--- config.mk ---
export PLATFORM = sky130hd
export DESIGN_NAME = fle_cmp_unit
export DESIGN_NICKNAME = d
export VERILOG_FILES = /design/src/rtl/fle_pkg.sv /design/src/rtl/fle_operand_prep.sv /design/src/rtl/fle_order_core.sv /design/src/rtl/fle_sticky_flags.sv /design/src/rtl/fle_cmp_unit.sv
export SDC_FILE = /design/constraint.sdc
export NUM_CORES = 1
export LEC_CHECK = 0
export BUFFER_PORTS_ARGS = -buffer_cell sky130_fd_sc_hd__buf_2
export CORE_MARGIN = 2
export CORE_UTILIZATION = 40
export CTS_CLUSTER_DIAMETER = 40
export CTS_CLUSTER_SIZE = 16
export DETAILED_ROUTE_END_ITERATION = 7
export PLACE_DENSITY = 0.95
export SYNTH_ARGS = -nofsm -noshare
export SYNTH_HDL_FRONTEND = slang
export SYNTH_SLANG_ARGS = --single-unit
--- constraint.sdc ---
create_clock -name clk -period 3.3 [get_ports clk]
set_input_delay 0.33 -clock clk [delete_from_list [all_inputs] [get_ports clk]]
set_output_delay 0.33 -clock clk [all_outputs]
set_load 0.005 [all_outputs]
--- src/rtl/fle_pkg.sv ---
package fle_pkg;
   // Flag word layout: bit 0 invalid, bit 1 flushed input
   typedef struct packed {
      logic ifz;
      logic inv;
   } fle_flags_t;

   localparam int FLAG_W = 2;
endpackage

--- src/rtl/fle_operand_prep.sv ---
module fle_operand_prep #(
   parameter int EXP_W = 8,
   parameter int MAN_W = 23,
   localparam int DATA_W = 1 + EXP_W + MAN_W
) (
   input  logic [DATA_W-1:0] op_in,
   output logic [DATA_W-1:0] op_out,
   output logic              is_nan,
   output logic              is_sub
);
   logic [EXP_W-1:0] exp_f;
   logic [MAN_W-1:0] man_f;

   assign exp_f = op_in[DATA_W-2 -: EXP_W];
   assign man_f = op_in[MAN_W-1:0];

   always_comb begin
      is_nan = (&exp_f) && (|man_f);
      is_sub = (~|exp_f) && (|man_f);
      op_out = is_sub ? {op_in[DATA_W-1], {(DATA_W-1){1'b0}}} : op_in;
   end
endmodule

--- src/rtl/fle_order_core.sv ---
module fle_order_core #(
   parameter int DATA_W = 32
) (
   input  logic [DATA_W-1:0] a,
   input  logic [DATA_W-1:0] b,
   input  logic              any_nan,
   output logic              le
);
   logic [DATA_W-2:0] mag_a, mag_b;
   logic              sa, sb;

   assign mag_a = a[DATA_W-2:0];
   assign mag_b = b[DATA_W-2:0];
   assign sa    = a[DATA_W-1];
   assign sb    = b[DATA_W-1];

   always_comb begin
      if (any_nan)
         le = 1'b0;
      else if ((~|mag_a) && (~|mag_b))
         le = 1'b1;
      else if (sa != sb)
         le = sa;
      else if (!sa)
         le = (mag_a <= mag_b);
      else
         le = (mag_a >= mag_b);
   end
endmodule

--- src/rtl/fle_sticky_flags.sv ---
module fle_sticky_flags
   import fle_pkg::*;
#(
   parameter int N_EXT = 2,
   localparam int EXT_W = (N_EXT > 0) ? N_EXT : 1
) (
   input  logic             clk,
   input  logic             rst_n,
   input  logic             cmp_vld,
   input  fle_flags_t       cmp_upd,
   input  logic [EXT_W-1:0] ext_inv,
   input  logic [EXT_W-1:0] ext_ifz,
   input  logic             sw_wr,
   input  fle_flags_t       sw_wdata,
   output fle_flags_t       flags_q
);
   fle_flags_t ext_or;
   fle_flags_t cmp_or;

   generate
      if (N_EXT > 0) begin : g_ext
         assign ext_or = '{ifz: |ext_ifz, inv: |ext_inv};
      end else begin : g_no_ext
         assign ext_or = '0;
      end
   endgenerate

   assign cmp_or = cmp_vld ? cmp_upd : '0;

   always_ff @(posedge clk) begin
      if (!rst_n)
         flags_q <= '0;
      else if (sw_wr)
         flags_q <= sw_wdata;
      else
         flags_q <= flags_q | cmp_or | ext_or;
   end


   sticky_hold_chk: assert property (@(posedge clk) disable iff (!rst_n)
      !sw_wr |=> ((flags_q & $past(flags_q)) == $past(flags_q)));

   sw_priority_chk: assert property (@(posedge clk) disable iff (!rst_n)
      sw_wr |=> (flags_q == $past(sw_wdata)));

   ext_merge_chk: assert property (@(posedge clk) disable iff (!rst_n)
      (!sw_wr && (|ext_inv)) |=> flags_q.inv);
endmodule

--- src/rtl/fle_cmp_unit.sv ---
module fle_cmp_unit
   import fle_pkg::*;
#(
   parameter int EXP_W   = 8,
   parameter int MAN_W   = 23,
   parameter int DATA_W  = 32,
   parameter int GUARD_W = 32,
   parameter int TAG_W   = 6,
   parameter int N_EXT   = 2,
   localparam int EXT_W  = (N_EXT > 0) ? N_EXT : 1
) (
   input  logic               clk,
   input  logic               rst_n,
   input  logic               issue_vld,
   input  logic [GUARD_W-1:0] guard,
   input  logic [DATA_W-1:0]  src_a,
   input  logic [DATA_W-1:0]  src_b,
   input  logic [TAG_W-1:0]   dst_tag,
   input  logic [EXT_W-1:0]   ext_inv,
   input  logic [EXT_W-1:0]   ext_ifz,
   input  logic               sw_wr,
   input  logic [1:0]         sw_wdata,
   output logic               res_we,
   output logic [TAG_W-1:0]   res_tag,
   output logic [DATA_W-1:0]  res_data,
   output logic               flag_inv,
   output logic               flag_ifz
);
   generate
      if (DATA_W != 1 + EXP_W + MAN_W) begin : g_bad_width
         initial $fatal(1, "DATA_W must equal 1 + EXP_W + MAN_W");
      end
      if (GUARD_W < 1 || TAG_W < 1 || EXP_W < 2 || MAN_W < 1) begin : g_bad_param
         initial $fatal(1, "GUARD_W, TAG_W, MAN_W must be >= 1 and EXP_W >= 2");
      end
   endgenerate

   logic [DATA_W-1:0] ops_raw  [2];
   logic [DATA_W-1:0] ops_flat [2];
   logic [1:0]        nan_v, sub_v;

   assign ops_raw[0] = src_a;
   assign ops_raw[1] = src_b;

   generate
      for (genvar i = 0; i < 2; i++) begin : g_prep
         fle_operand_prep #(.EXP_W(EXP_W), .MAN_W(MAN_W)) u_prep (
            .op_in  (ops_raw[i]),
            .op_out (ops_flat[i]),
            .is_nan (nan_v[i]),
            .is_sub (sub_v[i])
         );
      end
   endgenerate

   logic le;
   fle_order_core #(.DATA_W(DATA_W)) u_core (
      .a       (ops_flat[0]),
      .b       (ops_flat[1]),
      .any_nan (|nan_v),
      .le      (le)
   );

   logic       fire;
   fle_flags_t cmp_upd;
   fle_flags_t flags_q;

   assign fire    = issue_vld & guard[0];
   assign cmp_upd = '{ifz: |sub_v, inv: |nan_v};

   fle_sticky_flags #(.N_EXT(N_EXT)) u_flags (
      .clk      (clk),
      .rst_n    (rst_n),
      .cmp_vld  (fire),
      .cmp_upd  (cmp_upd),
      .ext_inv  (ext_inv),
      .ext_ifz  (ext_ifz),
      .sw_wr    (sw_wr),
      .sw_wdata (fle_flags_t'(sw_wdata)),
      .flags_q  (flags_q)
   );

   always_ff @(posedge clk) begin
      if (!rst_n) begin
         res_we   <= 1'b0;
         res_tag  <= '0;
         res_data <= '0;
      end else begin
         res_we <= fire;
         if (fire) begin
            res_tag  <= dst_tag;
            res_data <= {{(DATA_W-1){1'b0}}, le};
         end
      end
   end

   assign flag_inv = flags_q.inv;
   assign flag_ifz = flags_q.ifz;


   guard_block_chk: assert property (@(posedge clk) disable iff (!rst_n)
      (issue_vld && !guard[0]) |=> !res_we);

   latency_chk: assert property (@(posedge clk) disable iff (!rst_n)
      (issue_vld && guard[0]) |=> (res_we && res_tag == $past(dst_tag)));

   result_range_chk: assert property (@(posedge clk) disable iff (!rst_n)
      res_we |-> (res_data[DATA_W-1:1] == '0));

   nan_result_chk: assert property (@(posedge clk) disable iff (!rst_n)
      (issue_vld && guard[0] && (|nan_v) && !sw_wr) |=> (res_data[0] == 1'b0 && flag_inv));
endmodule

==> impl_metrics.json, run 1 <==
{
  "startpoint_type": "primary input",
  "core_area_sq_mm": 0.004414,
  "r2r_end": "u_flags.flags_q[0]",
  "worstPathMaxFanout": 17,
  "n_antenna_cell": 0,
  "htreeDepth": 1,
  "finalCritPeriodShare": 0.8919,
  "dp_hpwl_microns": 4413,
  "synth_seq_cells": 10,
  "min_path_type": "primary input to flip-flop",
  "die_w_microns": 72.00,
  "rsz0062_at_grt": "no",
  "holdWs_ns": 0.3473,
  "final.fill_count": 410,
  "drc": 0,
  "cts_sinks": 10,
  "criticalPathCategory": "primary input to flip-flop",
  "setup_viol": 0,
  "start_util": 0.4189,
  "seq_area_sq_um": 200.2,
  "vias_per_cell": 5.112,
  "grt_pass1_vias": 1955,
  "firstDrtPassIters": 5,
  "clk_latency_ns": 0.23,
  "grt_util_met3": 0.03750,
  "cts_root_buf": "clkbuf_8",
  "cp.required_ns": 3.43,
  "dieHeight_microns": 72.00,
  "p_switching_w": 0.0001561,
  "grt_max_degree": 21,
  "p_per_area_mw_per_mm2": 212.6,
  "rr_worst_depth": 2,
  "swShare": 0.3220,
  "rr_startpoint": "u_flags.flags_q[0]",
  "cts_made_buffers": 3,
  "grt_use_met1": 0.2142,
  "die_area_sq_mm": 0.005183,
  "setup_tns_ns": 0,
  "final_util": 0.5164,
  "drtIter0Drc": 54,
  "r2r_slack_ns": 2.14,
  "grt_pass1_wl_microns": 8010,
  "grt.busiest_layer": "met2",
  "final_common_cell": "buf_2",
  "syn_area_per_cell_sq_um": 7.168,
  "ant_nets": 0,
  "antenna_found_initial": 0,
  "pre_cts_ws_ns": 0.1176,
  "final-hold-violation-count": 0,
  "num_rows": 24,
  "grt_util_met2": 0.3580,
  "wl_per_cell_microns": 12.65,
  "fmax_mhz": 339.7,
  "io_pins": 153,
  "total_power_w": 0.0004847,
  "setup_slack_ns": 0.3566,
  "slew_viol_final": 0,
  "clk_pin_slew_ns": 0.05,
  "yosysWarningCount": 0,
  "vdd_ir_drop_max_mv": 0.08885,
  "post_cts_buffers": 0,
  "grt_usage": 0.1893,
  "p_int_w": 0.0003287,
  "final_cell_mix": "buf_2 (90), nand2_1 (46), ha_1 (31), conb_1 (31), and2_1 (24)",
  "final.setup_skew_ns": 0,
  "p_leak_nw": 1.233,
  "cp_data_arrival_time_ns": 3.07,
  "cts_tree": "yes",
  "min_to": "res_tag[4]",
  "min_path_cells": 3,
  "min_from": "dst_tag[4]",
  "cts_hold_buf": 0,
  "clock_path_buffers": 2,
  "cts_resized": 0,
  "yosysSeqAreaShare": 0.1083,
  "ys_types": 35,
  "synthCells": 258,
  "multi_input_area_sq_mm": 0.001441,
  "place_congestion": 0.9089,
  "status": "complete, no violations",
  "clkPwrFrac": 0.317,
  "area_growth_pct": 23.27,
  "vias": 2014,
  "drive_above_1_share": 0.3012,
  "io_buffers": 90,
  "fin_crit_ns": 2.943,
  "overflow": 0,
  "worstSetupEndpointType": "flip-flop",
  "seq_power_share": 0.268,
  "cap_violations": 0,
  "pwr-share-comb": 0.415,
  "fin_nets": 486,
  "syn_area_sq_mm": 0.001849,
  "wl_microns": 4986
}
power by group through the flow:
stage	clock [W]	sequential (W)	combinational, W
2_1_floorplan	0	0.000133	0.000139
3_3_place_gp	0	0.000132	0.000189
3_5_place_dp	0	0.000132	0.000199
4_1_cts	0.000158	0.000130	0.000200
5_1_grt	0.000166	0.000131	0.000229
6_report	0.000154	0.000130	0.000201
how the worst max path moves through the flow:
stage | end | depth (start not counted) | from | slack [ns]
finish | res_data[0] | 13 | src_b[16] | 0.36
global route | res_data[0] | 13 | src_b[16] | 0.16
CTS | res_data[0] | 13 | src_a[16] | 0.37
detailed placement | res_data[0] | 13 | src_a[16] | 0.12
global placement | res_data[0] | 13 | src_a[16] | 0.18
floorplan | res_data[0] | 12 | src_b[16] | 0.42
cell type report:
type,count,area share
timing repair buffer,94,0.2108
sequential,10,0.08782
clock buffer,4,0.02415
multi-input combinational,224,0.6323
inverter,10,0.01647
tap,52,0.02854
metrics by stage:
step	area, sq um	std cells
detailed placement	2225	390
global route	2280	394
floorplan	1962	288
CTS	2280	394
finish	2280	394
global placement	2225	390
worst max-delay path, cell delays in order:
cell and delay, ns:
buf_2 0.10, nor4_1 0.34, nand4_1 0.20, o21bai_1 0.18, buf_4 0.23, nand2_1 0.08
ha_1 0.29, a21oi_1 0.15, o21ai_1 0.08, a221o_1 0.39, a2111oi_4 0.39, nand4_1 0.13
and3b_1 0.18
layer usage:
layer	wire length [microns]	vias to the layer above
li1	-	1020
met1	2033	906
met2	2578	78
met3	308	10
met4	65	0
met5	0	-
logic make-up (layout without fill, tap and decap cells):
kind of cell,Yosys count,in the layout,synth area share
compound gates,40,40,0.1637
buf+inv,54,108,0.1732
flops,10,10,0.1083
simple gates,122,122,0.3430
other cells,1,31,0.002028
fa+ha+maj,31,31,0.2097
sequential cells by signal, summed over array words and instances, names as in the netlist:
signal / count
res_tag: 6
res_data: 1
u_flags.flags_q: 2
res_we: 1
cell usage after synthesis:
cell type | n | area share
nand2_1 | 46 | 0.093
buf_4 | 31 | 0.13
ha_1 | 31 | 0.21
and2_1 | 24 | 0.081
nor4_1 | 15 | 0.051
nand4_1 | 14 | 0.047
a21oi_1 | 13 | 0.035
clkbuf_1 | 12 | 0.024
dfxtp_1 | 10 | 0.11
inv_1 | 10 | 0.020
a21boi_0 | 7 | 0.028
nand3_1 | 6 | 0.016
nor2_1 | 6 | 0.012
o21ai_0 | 5 | 0.014
a21o_1 | 3 | 0.012
nor2b_1 | 3 | 0.010
and3_1 | 2 | 0.0068
nor3_1 | 2 | 0.0054
o21bai_1 | 2 | 0.0081
a2111oi_4 | 1 | 0.015
a211o_1 | 1 | 0.0047
a211oi_1 | 1 | 0.0041
a21oi_2 | 1 | 0.0047
a221o_1 | 1 | 0.0054
and3b_1 | 1 | 0.0047
buf_2 | 1 | 0.0027
conb_1 | 1 | 0.0020
nand3b_1 | 1 | 0.0041
nor4_2 | 1 | 0.0068
o21ai_1 | 1 | 0.0027
o221a_2 | 1 | 0.0061
o31a_1 | 1 | 0.0047
o31ai_1 | 1 | 0.0041
o41ai_4 | 1 | 0.015
or4_1 | 1 | 0.0041
Note: power is estimated with default switching activity, not from simulation.
==> inputs of run 2 (changes only) <==
REMOVE_ABC_BUFFERS = 1   (was default)
==> impl_metrics.json, run 2 (synthesized netlist as in run 1, its figures left out) <==
{
  "die_area_sq_mm": 0.005183,
  "grt_pass1_vias": 1930,
  "clk_latency_ns": 0.23,
  "critPathSlowestCell": "a221o_1",
  "final-hold-violation-count": 0,
  "n_antenna_cell": 0,
  "min_path_type": "primary input to flip-flop",
  "place_area_sq_mm": 0.002225,
  "reg_top3": "res_tag x6, u_flags.flags_q x2",
  "cts_sinks": 10,
  "start_util": 0.4189,
  "rsz0062_at_grt": "no",
  "drtIter0Drc": 76,
  "cts_made_buffers": 3,
  "criticalPathCategory": "primary input to flip-flop",
  "cp_common_cell": "nand4_1",
  "wl_microns": 4951,
  "final.fill_count": 446,
  "cts_root_buf": "clkbuf_8",
  "antenna_found_initial": 0,
  "slew_viol_final": 0,
  "num_rows": 24,
  "clk_pin_slew_ns": 0.04,
  "overflow": 0,
  "seq_area_sq_um": 200.2,
  "fin_nets": 486,
  "cp.required_ns": 3.42,
  "dieHeight_microns": 72.00,
  "multi_input_area_sq_mm": 0.001441,
  "vias_per_cell": 5.168,
  "crit_chain": "buf_2 -> nor4_1 -> nand4_1 -> o21bai_1 -> buf_4 -> and2_1 -> ha_1 -> a21oi_1 -> o21ai_1 -> a221o_1 -> a2111oi_4 -> nand4_1 -> and3b_1",
  "final.setup_skew_ns": 0,
  "largest_reg_flops": 6,
  "dp_hpwl_microns": 4439,
  "setup_viol": 0,
  "final_common_cell": "buf_2",
  "grt_pass1_wl_microns": 8004,
  "io_pins": 153,
  "drive_above_1_share": 0.2991,
  "largest_register": "res_tag",
  "final_util": 0.5133,
  "firstDrtPassIters": 4,
  "ant_nets": 0,
  "worstSetupEndpointType": "flip-flop",
  "critical_path.max_stage_delay_ns": 0.38,
  "startpoint_type": "primary input",
  "status": "complete, no violations",
  "wl_per_cell_microns": 12.60,
  "drc": 0,
  "clock_path_buffers": 2,
  "grt_usage": 0.1871,
  "p_leak_nw": 1.226,
  "cts_tree": "yes",
  "vias": 2031,
  "p_per_area_mw_per_mm2": 200.0,
  "cts_hold_buf": 0,
  "finalCritPeriodShare": 0.9033,
  "place_congestion": 0.8567,
  "fin_crit_ns": 2.981,
  "fmax_mhz": 335.5,
  "post_cts_buffers": 0,
  "cp_data_arrival_time_ns": 3.10,
  "grt_max_degree": 21,
  "final_cell_mix": "buf_2 (90), nand2_1 (46), ha_1 (31), conb_1 (31), and2_1 (24)",
  "io_buffers": 90,
  "htreeDepth": 1,
  "core_area_sq_mm": 0.004414,
  "holdWs_ns": 0.3494,
  "die_w_microns": 72.00,
  "setup_tns_ns": 0,
  "worstPathMaxFanout": 20,
  "cap_violations": 0,
  "vdd_ir_drop_max_mv": 0.1179,
  "final_cell_area_sq_mm": 0.002266,
  "cts_resized": 0,
  "area_growth_pct": 22.53
}
## run 2: cell type report
cell class / count / share of cell area
well taps: 52 / 0.02871
inverters: 10 / 0.01657
clock buffers: 3 / 0.01822
flip-flops and latches: 10 / 0.08835
repair buffers: 94 / 0.2120
multi-input cells: 224 / 0.6361
## run 2: final timing paths
path / startpoint / end / slack [ns] / depth (start not counted)
worst max-delay path: src_a[16] / res_data[0] / 0.32 / 13
worst min-delay path: dst_tag[1] / res_tag[1] / 0.35 / 3
worst max register to register: u_flags.flags_q[0] / u_flags.flags_q[0] / 2.13 / 2
worst min register to register: res_tag[4] / res_tag[4] / 0.46 / 2
## run 2: power breakdown
group,internal (W),total [W],switching [W]
clock network,0.0000795,0.000123,0.0000433
logic,0.0000961,0.000200,0.000104
registers,0.000127,0.000130,0.00000259
## run 2: critical path: cells and delay by family
kind                       cells  cell delay, ns
and+or+nand+nor                5            1.02
buffers and inverters          2            0.32
adders and majority gates      1            0.25
AOI/OAI and AO/OA              5            1.16
## run 2: per-stage QoR
stage / instances / setup slack, ns / total power, W
3_5_place_dp: 390 / 0.08704 / 0.0003307
4_1_cts: 393 / 0.3270 / 0.0004529
6_report: 393 / 0.3191 / 0.0004532
5_1_grt: 393 / 0.1356 / 0.0004891
2_1_floorplan: 244 / 0.1978 / 0.0002403
3_3_place_gp: 390 / 0.1604 / 0.0003219
## run 2: layer usage
layer	GRT usage	part of all wire
met2	0.3364	0.52
met4	0.05241	0.0069
met1	0.2263	0.41
met3	0.03611	0.064
met5	0	0
